## src/rtl/fll_pkg.sv

```systemverilog
package fll_pkg;

   // Decision issued by the period comparator once per reference period.
   typedef enum logic [1:0] {
      STEP_NONE = 2'd0,
      STEP_UP   = 2'd1,
      STEP_DOWN = 2'd2
   } fll_step_e;

   // Minimum synchronizer depth accepted for asynchronous clock sampling.
   localparam int FLL_SYNC_MIN = 2;

endpackage

```

## src/rtl/fll_edge_sync.sv

```systemverilog
module fll_edge_sync #(
   parameter int STAGES = 2
) (
   input  logic clk,
   input  logic rst_n,
   input  logic async_i,
   output logic rise_o
);

   generate
      if (STAGES < fll_pkg::FLL_SYNC_MIN) begin : g_bad_stages
         $error("fll_edge_sync: STAGES below minimum synchronizer depth");
      end
   endgenerate

   logic [STAGES-1:0] sync_q;
   logic              last_q;

   always_ff @(posedge clk or negedge rst_n) begin
      if (!rst_n) begin
         sync_q <= '0;
         last_q <= 1'b0;
      end else begin
         sync_q <= {sync_q[STAGES-2:0], async_i};
         last_q <= sync_q[STAGES-1];
      end
   end

   assign rise_o = sync_q[STAGES-1] & ~last_q;

endmodule

```

## src/rtl/fll_fb_divider.sv

```systemverilog
module fll_fb_divider #(
   parameter int DSEL_W = 2,
   parameter bit DIV_EN = 1'b1
) (
   input  logic              clk,
   input  logic              rst_n,
   input  logic              plus_i,
   input  logic [DSEL_W-1:0] dsel_i,
   input  logic              edge_i,
   output logic              pulse_o
);

   // Largest ratio is 2**(2**DSEL_W - 1); the terminal count needs that many bits.
   localparam int CW = (2 ** DSEL_W) - 1;

   generate
      if (DSEL_W < 1) begin : g_bad_dsel
         $error("fll_fb_divider: DSEL_W must be at least 1");
      end

      if (DIV_EN) begin : g_div
         logic [CW-1:0] cnt_q;
         logic [CW-1:0] lim;
         logic          term;

         // Terminal count 2**dsel - 1 as a thermometer of ones.
         always_comb begin
            lim = '0;
            for (int b = 0; b < CW; b++) begin
               lim[b] = (b < int'(dsel_i));
            end
         end

         assign term = (cnt_q >= lim);

         always_ff @(posedge clk or negedge rst_n) begin
            if (!rst_n) begin
               cnt_q <= '0;
            end else if (!plus_i) begin
               cnt_q <= '0;
            end else if (edge_i) begin
               if (term) cnt_q <= '0;
               else      cnt_q <= cnt_q + CW'(1);
            end
         end

         assign pulse_o = plus_i ? (edge_i & term) : edge_i;
      end else begin : g_nodiv
         assign pulse_o = edge_i;
      end
   endgenerate

endmodule

```

## src/rtl/fll_period_cmp.sv

```systemverilog
module fll_period_cmp #(
   parameter int MULT_W = 7,
   parameter int CNT_W  = 9
) (
   input  logic                 clk,
   input  logic                 rst_n,
   input  logic                 ref_rise_i,
   input  logic                 fb_pulse_i,
   input  logic [MULT_W-1:0]    mult_i,
   output fll_pkg::fll_step_e   step_o
);

   generate
      if (CNT_W <= MULT_W) begin : g_bad_cnt
         $error("fll_period_cmp: CNT_W must exceed MULT_W");
      end
   endgenerate

   logic [CNT_W-1:0] cnt_q;
   logic [CNT_W-1:0] target;
   logic             armed_q;

   assign target = CNT_W'(mult_i) + CNT_W'(1);

   always_comb begin
      step_o = fll_pkg::STEP_NONE;
      if (ref_rise_i && armed_q) begin
         step_o = (cnt_q > target) ? fll_pkg::STEP_DOWN : fll_pkg::STEP_UP;
      end
   end

   always_ff @(posedge clk or negedge rst_n) begin
      if (!rst_n) begin
         cnt_q   <= '0;
         armed_q <= 1'b0;
      end else if (ref_rise_i) begin
         cnt_q   <= CNT_W'(fb_pulse_i);
         armed_q <= 1'b1;
      end else if (fb_pulse_i && (cnt_q != '1)) begin
         cnt_q   <= cnt_q + CNT_W'(1);
      end
   end

endmodule

```

## src/rtl/fll_integ_reg.sv

```systemverilog
module fll_integ_reg #(
   parameter int INT_W    = 10,
   parameter bit SATURATE = 1'b1
) (
   input  logic               clk,
   input  logic               rst_n,
   input  fll_pkg::fll_step_e step_i,
   input  logic               hold_i,
   input  logic               wr_en_i,
   input  logic [INT_W-1:0]   wr_data_i,
   output logic [INT_W-1:0]   integ_o
);

   logic [INT_W-1:0] q;
   logic             at_top;
   logic             at_bot;

   generate
      if (SATURATE) begin : g_sat
         assign at_top = (q == '1);
         assign at_bot = (q == '0);
      end else begin : g_wrap
         assign at_top = 1'b0;
         assign at_bot = 1'b0;
      end
   endgenerate

   always_ff @(posedge clk or negedge rst_n) begin
      if (!rst_n) begin
         q <= '0;
      end else if (wr_en_i) begin
         q <= wr_data_i;
      end else if (!hold_i) begin
         case (step_i)
            fll_pkg::STEP_UP:   if (!at_top) q <= q + INT_W'(1);
            fll_pkg::STEP_DOWN: if (!at_bot) q <= q - INT_W'(1);
            default:            q <= q;
         endcase
      end
   end

   assign integ_o = q;

endmodule

```

## src/rtl/fll_tap_map.sv

```systemverilog
module fll_tap_map #(
   parameter int INT_W   = 10,
   parameter int TAP_W   = 5,
   parameter int TAP_MAX = 28
) (
   input  logic [INT_W-1:0]       integ_i,
   output logic [TAP_W-1:0]       tap_o,
   output logic [INT_W-TAP_W-1:0] frac_o
);

   localparam int FRAC_W   = INT_W - TAP_W;
   localparam int CODE_TOP = (2 ** TAP_W) - 1;

   generate
      if (FRAC_W < 1) begin : g_bad_split
         $error("fll_tap_map: TAP_W must leave fraction bits");
      end
      if (TAP_MAX > CODE_TOP) begin : g_bad_max
         $error("fll_tap_map: TAP_MAX exceeds tap code range");
      end
   endgenerate

   logic [TAP_W-1:0] code;
   assign code   = integ_i[INT_W-1:FRAC_W];
   assign frac_o = integ_i[FRAC_W-1:0];

   generate
      if (TAP_MAX < CODE_TOP) begin : g_clamp
         assign tap_o = (code > TAP_W'(TAP_MAX)) ? TAP_W'(TAP_MAX) : code;
      end else begin : g_full
         assign tap_o = code;
      end
   endgenerate

endmodule

```

## src/rtl/fll_lock_core.sv

```systemverilog
module fll_lock_core #(
   parameter int INT_W       = 10,
   parameter int TAP_W       = 5,
   parameter int TAP_MAX     = 28,
   parameter int MULT_W      = 7,
   parameter int DSEL_W      = 2,
   parameter int SYNC_STAGES = 2
) (
   input  logic                   clk,
   input  logic                   rst_n,
   input  logic                   ref_clk,
   input  logic                   dco_clk,
   input  logic [MULT_W-1:0]      mult_i,
   input  logic                   plus_i,
   input  logic [DSEL_W-1:0]      dsel_i,
   input  logic                   hold_i,
   input  logic                   wr_en_i,
   input  logic [INT_W-1:0]       wr_data_i,
   output logic [INT_W-1:0]       integ_o,
   output logic [TAP_W-1:0]       tap_o,
   output logic [INT_W-TAP_W-1:0] frac_o
);

   localparam int FRAC_W = INT_W - TAP_W;
   localparam int CNT_W  = MULT_W + 2;
   localparam int N_SRC  = 2;

   generate
      if (FRAC_W < 1) begin : g_bad_width
         $error("fll_lock_core: INT_W must exceed TAP_W");
      end
   endgenerate

   logic [N_SRC-1:0] raw_in;
   logic [N_SRC-1:0] rise;
   logic             fb_pulse;
   fll_pkg::fll_step_e step;

   assign raw_in = {dco_clk, ref_clk};

   generate
      for (genvar k = 0; k < N_SRC; k++) begin : g_sync
         fll_edge_sync #(.STAGES(SYNC_STAGES)) u_sync (
            .clk     (clk),
            .rst_n   (rst_n),
            .async_i (raw_in[k]),
            .rise_o  (rise[k])
         );
      end
   endgenerate

   fll_fb_divider #(.DSEL_W(DSEL_W), .DIV_EN(1'b1)) u_div (
      .clk     (clk),
      .rst_n   (rst_n),
      .plus_i  (plus_i),
      .dsel_i  (dsel_i),
      .edge_i  (rise[1]),
      .pulse_o (fb_pulse)
   );

   fll_period_cmp #(.MULT_W(MULT_W), .CNT_W(CNT_W)) u_cmp (
      .clk        (clk),
      .rst_n      (rst_n),
      .ref_rise_i (rise[0]),
      .fb_pulse_i (fb_pulse),
      .mult_i     (mult_i),
      .step_o     (step)
   );

   fll_integ_reg #(.INT_W(INT_W), .SATURATE(1'b1)) u_int (
      .clk       (clk),
      .rst_n     (rst_n),
      .step_i    (step),
      .hold_i    (hold_i),
      .wr_en_i   (wr_en_i),
      .wr_data_i (wr_data_i),
      .integ_o   (integ_o)
   );

   fll_tap_map #(.INT_W(INT_W), .TAP_W(TAP_W), .TAP_MAX(TAP_MAX)) u_map (
      .integ_i (integ_o),
      .tap_o   (tap_o),
      .frac_o  (frac_o)
   );

endmodule

```

## config.mk

```make
export PLATFORM = sky130hd
export DESIGN_NAME = fll_lock_core
export DESIGN_NICKNAME = d
export VERILOG_FILES = /design/src/rtl/fll_pkg.sv /design/src/rtl/fll_edge_sync.sv /design/src/rtl/fll_fb_divider.sv /design/src/rtl/fll_period_cmp.sv /design/src/rtl/fll_integ_reg.sv /design/src/rtl/fll_tap_map.sv /design/src/rtl/fll_lock_core.sv
export SDC_FILE = /design/constraint.sdc
export NUM_CORES = 1
export LEC_CHECK = 0
export BUFFER_PORTS_ARGS = -buffer_cell sky130_fd_sc_hd__buf_4
export CAP_MARGIN = 20
export CELL_PAD_IN_SITES_DETAIL_PLACEMENT = 2
export CELL_PAD_IN_SITES_GLOBAL_PLACEMENT = 2
export CORE_MARGIN = 10
export CORE_UTILIZATION = 29
export CTS_CLUSTER_SIZE = 20
export DETAILED_ROUTE_END_ITERATION = 8
export GPL_ROUTABILITY_DRIVEN = 0
export GPL_TIMING_DRIVEN = 0
export HOLD_SLACK_MARGIN = 0.02
export PLACE_DENSITY_LB_ADDON = 0.05
export REMOVE_ABC_BUFFERS = 1
export SLEW_MARGIN = 20
export SYNTH_ARGS = -nofsm -noshare
export SYNTH_HDL_FRONTEND = slang
export SYNTH_SLANG_ARGS = --single-unit
```

## constraint.sdc

```tcl
create_clock -name clk -period 3.7 [get_ports clk]
set_input_delay 0.37 -clock clk [delete_from_list [all_inputs] [get_ports clk]]
set_output_delay 0.37 -clock clk [all_outputs]
set_load 0.005 [all_outputs]
```

==> results.py, run 1 <==
metrics = {
    "status": {
        "status": "complete, no violations",
    },
    "timing": {
        "relSlewSlack": 0.445,
        "fin_crit_ps": 3540,
        "whs_ps": 23.4,
        "slew_violations": 0,
        "setup_violations": 0,
        "report.final.hold_viol_count": 0,
        "tightest_slew_ps": 830,
        "fmax_mhz": 282,
        "finClkSkew_ps": 7.89,
        "rsz0062_at_grt": "yes",
        "fin_crit_sh": 0.958,
    },
    "global_routing": {
        "grt-busiest-layer": "met2",
        "grt_pass1_vias": 2165,
        "track_usage": 0.116,
        "antenna_found_initial": 0,
        "grt_max_degree": 30,
        "grt_pass1_wl_um": 10800,
        "gr-usage-met3": 0.0209,
        "grtUsageMet1": 0.134,
        "grt-ovfl-total": 0,
        "grtUsageMet2": 0.213,
    },
    "final_layout": {
        "fillers": 789,
        "syn_to_final_growth_pct": 38.2,
        "diodes": 0,
        "drive_gt1_frac": 0.331,
        "utilization": 0.421,
        "nets": 339,
    },
    "cts": {
        "ctsHoldBuffers": 0,
        "cts_buffers": 5,
        "clock_tree.root_cell": "clkbuf_8",
        "cts_buffer_depth": 2,
        "cts.clk_slew.worst_paths_ps": 80,
        "tritoncts": "yes",
        "clock_latency_ps": 280,
        "htreeDepth": 2,
        "cts_sinks": 29,
    },
    "placed_design": {
        "io_buffers": 45,
        "hpwl_um": 4860,
    },
    "worst_setup_path": {
        "r2r_cells": 14,
        "cpMostUsedCell": "buf_6",
        "path_cells": "buf_6, ha_4, nand2_2, nor2_1, xnor2_1, ha_1, a21o_1, a211oi_4, nand3_2, nand2_2, nor2_4, buf_6, buf_6, ha_4, or2_2, a41o_1, or4_4, a21o_1, a31oi_1",
        "start_kind": "input pin",
        "required_ps": 3900,
        "crit_arrival_ps": 3740,
        "r2r-end": "u_int.integ_o[9]$_DFFE_PN0P_",
        "endpoint_kind": "flip-flop",
        "critical_path_class": "input pin to flip-flop",
        "crit-reg2reg-launch": "u_cmp.cnt_q[2]$_DFFE_PN0P_",
        "slowest_stage": "or4_4",
        "cp_max_fo": 5,
        "max_stage_delay_ps": 430,
        "rrSetupSlack_ps": 310,
    },
    "floorplanning": {
        "fp.dieH_um": 105,
        "die_x_um": 105,
        "start_util": 0.304,
        "core_area_um2": 6910,
        "io-pin-count": 46,
        "rows": 30,
        "fp.dieArea_um2": 11100,
    },
    "logic_synthesis": {
        "synth_top_family_by_area": "simple AND/OR/NAND/NOR gates",
        "synth.avg_cell_area_um2": 9.06,
        "yosys.area_share.simple": 0.220,
        "synth_cell_types": 35,
        "synthesis.area_um2": 2100,
        "ys_dominant_reg_cell": "dfrtp_1",
        "synth_compound_area_frac": 0.114,
        "synth_edf_count": 0,
        "synth_cells": 232,
        "yosysWarnings": 0,
        "synthMuxAreaShare": 0.0476,
        "ys_seq_elements": 29,
        "yosysSeqAreaShare": 0.345,
        "synthXorXnorAreaFrac": 0.0750,
        "post_synth_fa_ha_maj_area_fraction": 0.146,
        "synthArstFlopShare": 1.00,
    },
    "detailed_routing": {
        "vias": 1892,
        "wire_per_inst_um": 16.9,
        "dr.pass1.iters": 4,
        "vias_per_cell": 4.90,
        "ant_nets": 0,
        "drc": 0,
        "totalWireLength_um": 6530,
        "drt_iter0_markers": 26,
    },
    "worst_hold_path": {
        "min_path_type": "input pin to asynchronous set/reset pin",
    },
    "pwr": {
        "powerDensity_nw_per_um2": 344,
        "ir_worst_vdd_uv": 153,
        "power.leakage_uw": 0.00138,
    },
    "run": {
        "cap_violations": 0,
    },
}
-- how the worst max path moves through the flow --
stage / startpoint / slack, ps / depth (start not counted) / end
final: mult_i[1] / 160 / 19 / u_int.integ_o[9]$_DFFE_PN0P_
after floorplan: mult_i[0] / -260 / 17 / u_int.integ_o[9]$_DFFE_PN0P_
after CTS: mult_i[0] / 6 / 18 / u_int.integ_o[9]$_DFFE_PN0P_
after global routing: mult_i[1] / -40 / 19 / u_int.integ_o[9]$_DFFE_PN0P_
after global placement: mult_i[0] / -950 / 18 / u_int.integ_o[9]$_DFFE_PN0P_
after detailed placement: mult_i[0] / -1010 / 18 / u_int.integ_o[9]$_DFFE_PN0P_
-- worst max-delay path, delay by kind of cell --
kind	cells	cell delay, ps
adders and majority gates	3	630
and+or+nand+nor	7	1190
AOI/OAI and AO/OA	5	1100
buffers and inverters	3	320
xor gates and xnor gates	1	130
-- layout make-up --
| class | count | area, um^2 | area share |
|---|---|---|---|
| clock buffer | 6 | 82.6 | 0.0284 |
| timing repair buffer | 62 | 488 | 0.168 |
| sequential | 29 | 726 | 0.250 |
| inverter | 11 | 41.3 | 0.0142 |
| multi-input combinational | 180 | 1410 | 0.485 |
| tap | 96 | 120 | 0.0413 |
| clock inverter | 2 | 37.5 | 0.0129 |
-- per-stage QoR --
step	power, uW	TNS (ps)	instances	cell area, um^2	worst slack, ps
final	1000	0	386	2910	157
after global routing	1070	-43.8	386	2910	-43.8
after CTS	997	0	378	2730	5.62
after detailed placement	623	-2930	362	2510	-1010
after global placement	614	-4970	361	2490	-954
after floorplan	504	-259	220	2030	-259
-- flip-flops by register name, indices dropped and copies added (netlist names) --
name and cells:
g_sync.u_sync.last_q 2, g_sync.u_sync.sync_q 4, u_cmp.armed_q 1, u_cmp.cnt_q 9
u_div.g_div.cnt_q 3, u_int.integ_o 10
-- cells by family (layout without fill, tap and decap cells) --
family                     Yosys count  in the layout
and+or+nand+nor                     90             90
muxes                               10             10
adders and majority gates           24             24
AOI/OAI and AO/OA                   38             38
DFF                                 29             29
xor gates and xnor gates            18             18
buffers and inverters               23             81
-- cell usage after synthesis (7+ instances only) --
library cell	instances	area (um^2)
nand4_1	9	56.3
ha_1	23	288
mux2i_1	10	100
dfrtp_1	29	726
nand2_1	19	71.3
a21oi_1	11	55.1
nand3_1	8	40.0
nor2_1	22	82.6
xor2_1	11	96.3
inv_1	11	41.3
o21ai_0	12	60.1
xnor2_1	7	61.3
-- timing repair --
item                       in CTS  in global routing
setup endpoints to repair       5                  1
pin swaps                       4                 11
gates resized for setup         7                 21
buffers inserted                8                  9
-- where the power goes --
group / switching [uW] / internal (uW) / total (uW)
clock network: 137 / 219 / 356
registers: 46.4 / 344 / 390
logic: 119 / 135 / 254
-- per-layer routing --
metal,wire [um],vias up
met5,0,-
met4,43,0
met3,138,2
met2,3490,24
met1,2860,944
li1,-,922
-- layout by cell type, fill, tap and decap left out, types with 4 or more instances in the layout --
cell type,count
xor2_1,11
nand2_1,17
o21ai_0,11
nand4_1,9
ha_1,17
mux2i_1,9
nand2b_1,4
a21oi_1,10
dfrtp_1,29
clkbuf_8,6
xnor2_1,7
and3_1,4
nor2b_1,4
buf_6,6
buf_4,56
ha_4,5
nor2_1,20
or2_2,4
inv_1,11
a21o_1,6
nand3_1,6
(Power assumes the default switching activity.)
==> run 2: changes to the inputs <==
BUFFER_PORTS_ARGS = not set   (was -buffer_cell sky130_fd_sc_hd__buf_4)
CORE_UTILIZATION = 34   (was 29)
DONT_BUFFER_PORTS = 1   (was not set)
RECOVER_POWER = 100   (was not set)
clock period = 3.2 ns   (was 3.7 ns; I/O delays follow)
==> run 2 against run 1 <==
The run now ends with max-capacitance violations, max-slew violations, negative setup slack left. Count of clock-buffer cells in the layout stayed put. Die area is 12% lower. Worst hold slack better by 42 ps. Sequential power is 17% higher. Register-to-register slack worse by 540 ps. First-iteration DRC count is 50% lower. Setup slack worse by 400 ps. Non-clock buffer count is 46 lower. Clock power is 13% higher. Routed wire length is 1.8% lower. Clock skew hardly changed.
==> results.py, run 2 (synthesis results as in run 1) <==
metrics = {
    "floorplanning": {
        "die_x_um": 98.6,
        "rows": 28,
        "fp.dieH_um": 98.6,
        "io-pin-count": 46,
        "fp.dieArea_um2": 9730,
        "core_area_um2": 5960,
        "start_util": 0.353,
    },
    "final_layout": {
        "most-common-layout-cells": "29 x dfrtp_1, 20 x nor2_1, 17 x nand2_1, 17 x ha_1, 13 x buf_4",
        "drive_gt1_frac": 0.209,
        "largest_reg_flops": 10,
        "regArea_um2": 726,
        "diodes": 0,
        "utilization": 0.424,
        "syn_to_final_growth_pct": 20.2,
        "final_common_cell": "dfrtp_1",
        "multi_input_area_um2": 1420,
        "fillers": 660,
        "nets": 293,
    },
    "worst_hold_path": {
        "min_path_type": "input pin to flip-flop",
        "worstHoldPathCells": 0,
        "hp-start": "dco_clk",
    },
    "worst_setup_path": {
        "critical_path_class": "input pin to flip-flop",
        "r2r_cells": 15,
        "crit_buf_inv": 1,
        "cpMostUsedCell": "a21o_1",
        "crit_path_start": "mult_i[0]",
        "crit-reg2reg-launch": "u_cmp.cnt_q[6]$_DFFE_PN0P_",
        "max_stage_delay_ps": 430,
        "cp_max_fo": 4,
        "cp.depth": 19,
        "endpoint_kind": "flip-flop",
        "start_kind": "input pin",
        "required_ps": 3400,
        "path_cells": "ha_4, nand2_2, nor2_2, xnor2_1, ha_1, a21o_1, a211oi_4, nand3_2, nand2_2, nor2_4, buf_4, ha_4, a21o_1, a31oi_4, a21boi_2, a41o_1, or4_4, a21o_1, a31oi_1",
        "crit_arrival_ps": 3640,
        "slowest_stage": "or4_4",
        "path_delay_family": "compound AO/OA/AOI/OAI gates",
    },
    "pwr": {
        "power.leakage_uw": 0.00116,
        "ir_worst_vdd_uv": 183,
        "powerDensity_nw_per_um2": 427,
    },
    "timing": {
        "setup_violations": 1,
        "rsz0062_at_grt": "yes",
        "finClkSkew_ps": 8.32,
        "fin_crit_sh": 1.08,
        "fin_crit_ps": 3440,
        "report.final.hold_viol_count": 0,
        "slew_violations": 30,
        "tightest_slew_ps": 1660,
        "fin_tns_setup_ps": -241,
        "worst_slack_ps": -241,
        "fmax_mhz": 291,
        "relSlewSlack": -0.105,
    },
    "placed_design": {
        "hpwl_um": 4720,
        "io_buffers": 0,
    },
    "global_routing": {
        "grt_pass1_wl_um": 10800,
        "grt_max_degree": 30,
        "antenna_found_initial": 0,
        "grt-ovfl-total": 0,
        "track_usage": 0.134,
        "grt_pass1_vias": 2048,
    },
    "detailed_routing": {
        "drt_iter0_markers": 13,
        "dr.pass1.iters": 3,
        "totalWireLength_um": 6410,
        "drc": 0,
        "vias_per_cell": 5.61,
        "vias": 1788,
        "wire_per_inst_um": 20.1,
        "ant_nets": 0,
    },
    "cts": {
        "clock_tree.root_cell": "clkbuf_8",
        "clock_latency_ps": 280,
        "tritoncts": "yes",
        "cts_sinks": 29,
        "htreeDepth": 2,
        "cts_buffer_depth": 2,
        "cts.clk_slew.worst_paths_ps": 70,
        "cts_buffers": 5,
    },
    "status": {
        "status": "finished with violations",
        "violations": "max-capacitance violations, max-slew violations, negative setup slack",
    },
    "run": {
        "cap_violations": 1,
    },
}
## run 2: cell types whose count changed in the layout (fill, tap and decap cells not counted), moves of 2 or more
| cell | delta |
|---|---|
| and2_0 | +2 |
| o21ai_1 | +2 |
| buf_6 | -6 |
| and2_1 | -2 |
| buf_4 | -43 |
| o21ai_0 | -3 |
## run 2: what timing repair did
item	4_1_cts	5_1_grt
gates resized for setup	20	12
pin swaps	12	15
buffers inserted	10	3
hold buffers	2	0
endpoints found under the hold margin	29	0
endpoints found under the setup margin	7	5
## run 2: metrics by stage
stage,area (um^2),setup slack (ps),hold WS (ps),std cells,power [uW]
global route,2530,-422,40.7,319,1160
detailed placement,2140,-1350,25.3,296,649
floorplan,2030,-709,24.4,220,583
finish,2530,-241,65.1,319,1080
CTS,2490,-198,49.9,316,1090
global placement,2130,-1130,25.5,295,626
## run 2: where the power goes
group	internal, uW	switching [uW]
Clock	253	149
Combinational	104	118
Sequential	398	57.5
Total	755	325
## run 2: final cells by class
| cell class | count | share of cell area |
|---|---|---|
| clock inverters | 2 | 0.0149 |
| inverters | 11 | 0.0163 |
| flip-flops and latches | 29 | 0.287 |
| repair buffers | 16 | 0.0520 |
| multi-input cells | 180 | 0.560 |
| well taps | 75 | 0.0371 |
| clock buffers | 6 | 0.0327 |
## run 2: metal layers
metal  GRT usage  share of wire  vias to the layer above
met5           0              0                        -
met4      0.0540          0.024                        0
met3      0.0335          0.040                        9
met2       0.250           0.55                       35
met1       0.139           0.39                      910
li1            -              -                      834
## run 2: worst reg2reg max path: stages, from the launching register on
cell and delay [ps]:
dfrtp_1 410, ha_1 300, a21o_1 220, a211oi_4 320, nand3_2 150, nand2_2 120
nor2_4 60, buf_4 150, ha_4 160, a21o_1 190, a31oi_4 170, a21boi_2 90
a41o_1 250, or4_4 430, a21o_1 170, a31oi_1 160
## run 2: path summary, 6_finish.rpt
check	endpoint	slack (ps)
hold reg to reg	g_sync[1].u_sync.sync_q[1]$_DFF_PN0_	350
setup / recovery	u_int.integ_o[9]$_DFFE_PN0P_	-240
hold / removal	g_sync[1].u_sync.sync_q[0]$_DFF_PN0_	70
max in group asynchronous	u_cmp.cnt_q[4]$_DFFE_PN0P_	1220
min in group asynchronous	u_int.integ_o[0]$_DFFE_PN0P_	1010
setup reg to reg	u_int.integ_o[9]$_DFFE_PN0P_	-230
==> run 3: changes to the inputs <==
SYNTH_HIERARCHICAL = 1   (was not set)
==> run 3 against run 2 <==
The flow still finishes with violations (max-capacitance violations, max-slew violations, negative setup slack). Clock skew is 0.88 ps higher. Critical path depth is 3 lower. Combinational power is 11% lower. Critical path type unchanged.
==> results.py, run 3 <==
metrics = {
    "status": {
        "status": "finished with violations",
        "violations": "max-capacitance violations, max-slew violations, negative setup slack",
    },
    "detailed_routing": {
        "totalWireLength_um": 6040,
        "drt_iter0_markers": 23,
        "dr.pass1.iters": 4,
        "drc": 0,
        "ant_nets": 0,
        "wire_per_inst_um": 19.6,
        "vias": 1729,
        "vias_per_cell": 5.60,
    },
    "logic_synthesis": {
        "synth_common_cells": "29 x dfrtp_1, 20 x nand2_1, 19 x nor2_1",
        "yosysWarnings": 6,
        "synth_top_area_share": 0.356,
        "synth_cells": 224,
        "synth_cell_types": 50,
        "yosys.area.top_type": "dfrtp_1",
        "synthesis.area_um2": 2040,
        "synth_area_leaders": "dfrtp_1 36%, ha_1 9.8%, xor2_1 5.2%",
        "synthArstFlopShare": 1.00,
        "synth.avg_cell_area_um2": 9.11,
        "synth_edf_count": 0,
        "synth.most_common_cell": "dfrtp_1",
        "yosysSeqAreaShare": 0.356,
        "ys_seq_elements": 29,
        "ys_dominant_reg_cell": "dfrtp_1",
    },
    "cts": {
        "clock_tree.root_cell": "clkbuf_8",
        "cts_buffer_depth": 2,
        "cts_sinks": 29,
        "cts_buffers": 5,
        "tritoncts": "yes",
        "htreeDepth": 2,
        "clock_latency_ps": 280,
        "cts.clk_slew.worst_paths_ps": 70,
    },
    "floorplanning": {
        "io-pin-count": 46,
        "fp.dieH_um": 97.5,
        "die_x_um": 97.5,
        "core_area_um2": 5890,
        "fp.dieArea_um2": 9500,
        "rows": 28,
        "start_util": 0.347,
    },
    "placed_design": {
        "place_area_um2": 2050,
        "hpwl_um": 4390,
        "io_buffers": 0,
    },
    "worst_setup_path": {
        "crit_arrival_ps": 3400,
        "start_kind": "input pin",
        "required_ps": 3400,
        "critical_path_class": "input pin to flip-flop",
        "cp_max_fo": 6,
        "endpoint_kind": "flip-flop",
    },
    "pwr": {
        "power.leakage_uw": 0.00102,
        "p_clk_frac": 0.361,
        "switchingPower_uw": 308,
        "seq_power_share": 0.446,
        "sw_frac_of_total": 0.301,
        "comb_power_share": 0.193,
        "cellInternalPower_uw": 716,
        "powerDensity_nw_per_um2": 414,
        "ir_worst_vdd_uv": 181,
    },
    "timing": {
        "finClkSkew_ps": 9.20,
        "fmax_mhz": 312,
        "worst_slack_ps": -5.23,
        "setup_violations": 1,
        "whs_ps": 67.7,
        "rsz0062_at_grt": "yes",
        "fin_crit_sh": 1.00,
        "relSlewSlack": -0.0816,
        "report.final.hold_viol_count": 0,
        "slew_violations": 30,
        "fin_crit_ps": 3210,
        "tightest_slew_ps": 1620,
    },
    "run": {
        "cap_violations": 1,
    },
    "final_layout": {
        "most-common-layout-cells": "28 x dfrtp_1, 20 x nand2_1, 18 x nor2_1, 13 x ha_1, 12 x xor2_1",
        "nets": 276,
        "diodes": 0,
        "final_common_cell": "dfrtp_1",
        "largest_reg_flops": 10,
        "syn_to_final_growth_pct": 21.2,
        "utilization": 0.420,
        "drive_gt1_frac": 0.252,
        "stdcell_area_um2": 2470,
    },
    "global_routing": {
        "grt_pass1_vias": 1958,
        "grt_pass1_wl_um": 9980,
        "grt_max_degree": 30,
        "antenna_found_initial": 0,
        "track_usage": 0.126,
        "grt-ovfl-total": 0,
    },
    "worst_hold_path": {
        "min_path_type": "input pin to flip-flop",
    },
}
-- run 3: changes by cell type after synthesis, moves of 3 or more --
| cell | delta |
|---|---|
| o2111ai_1 | +3 |
| ha_1 | -7 |
| nor2_1 | -3 |
| mux2i_1 | -7 |
| a31oi_1 | +3 |
| a21oi_1 | -7 |
| or3_1 | +6 |
| inv_1 | -3 |
| a21o_1 | -5 |
-- run 3: metrics by stage --
stage               setup WS [ps]  setup TNS [ps]  instances  power (uW)
global placement             -481           -2890        285         605
finish                      -5.23           -5.23        309        1020
floorplan                    -107            -124        210         567
global route                -96.4            -363        309        1100
detailed placement           -548           -3360        285         625
CTS                         -14.7           -14.7        299        1030
-- run 3: what timing repair did --
action	CTS	global route
setup buffers	5	10
resized for setup	17	24
setup endpoints to repair	6	8
pin swaps	10	21
hold endpoints to repair	29	0
hold buffers	2	0
-- run 3: worst paths after layout --
kind                                                 startpoint  depth (start not counted)  slack [ps]                                    to
max                                                   mult_i[0]                         16          -5          u_int/integ_o[4]$_DFFE_PN0P_
min                                                     dco_clk                          0          70  g_sync[1].u_sync/sync_q[0]$_DFF_PN0_
max reg2reg                          u_cmp/cnt_q[4]$_DFFE_PN0P_                         12          60          u_int/integ_o[4]$_DFFE_PN0P_
min reg2reg                g_sync[1].u_sync/sync_q[0]$_DFF_PN0_                          0         350  g_sync[1].u_sync/sync_q[1]$_DFF_PN0_
max in group asynchronous                                 rst_n                          2        1160            u_cmp/cnt_q[2]$_DFFE_PN0P_
min in group asynchronous                                 rst_n                          2         990            u_cmp/cnt_q[2]$_DFFE_PN0P_
-- run 3: layer usage --
metal / wire [um] / track usage / up-vias
met2: 3370 / 0.241 / 28
li1: - / - / 814
met1: 2370 / 0.126 / 883
met5: 0 / 0 / -
met4: 31 / 0.0414 / 0
met3: 268 / 0.0370 / 4
-- run 3: power by group through the flow --
stage          Sequential, uW  Combinational, uW  Clock (uW)
2_1_floorplan             441                126           0
3_3_place_gp              458                147           0
3_5_place_dp              461                164           0
4_1_cts                   456                191         384
5_1_grt                   466                225         405
6_report                  456                198         370
-- run 3: kinds of logic after synthesis --
group                    share of synthesized area
AO/OA/AOI/OAI                                0.116
XOR/XNOR                                    0.0773
adder cells (fa/ha/maj)                     0.0981
buffers and inverters                       0.0570
flip-flops                                   0.356
multiplexers                                0.0258
AND/OR/NAND/NOR                              0.270
-- run 3: worst max-delay path: stages --
cell and delay, ps:
ha_4 110, and3_4 200, nand3_2 80, xor2_1 150, ha_1 320, nand4b_1 130
or3_4 360, o211ai_4 100, and2b_2 220, nand2b_4 170, xnor2_4 80, ha_4 200
buf_6 110, o32a_1 350, or3_1 320, a31oi_1 180
-- run 3: cell type report --
type	count	area, um^2
sequential	29	727
fill	644	3410
multi-input combinational	172	1370
clock inverter	2	35.0
inverter	9	33.8
clock buffer	5	68.8
tap	75	93.8
timing repair buffer	17	141
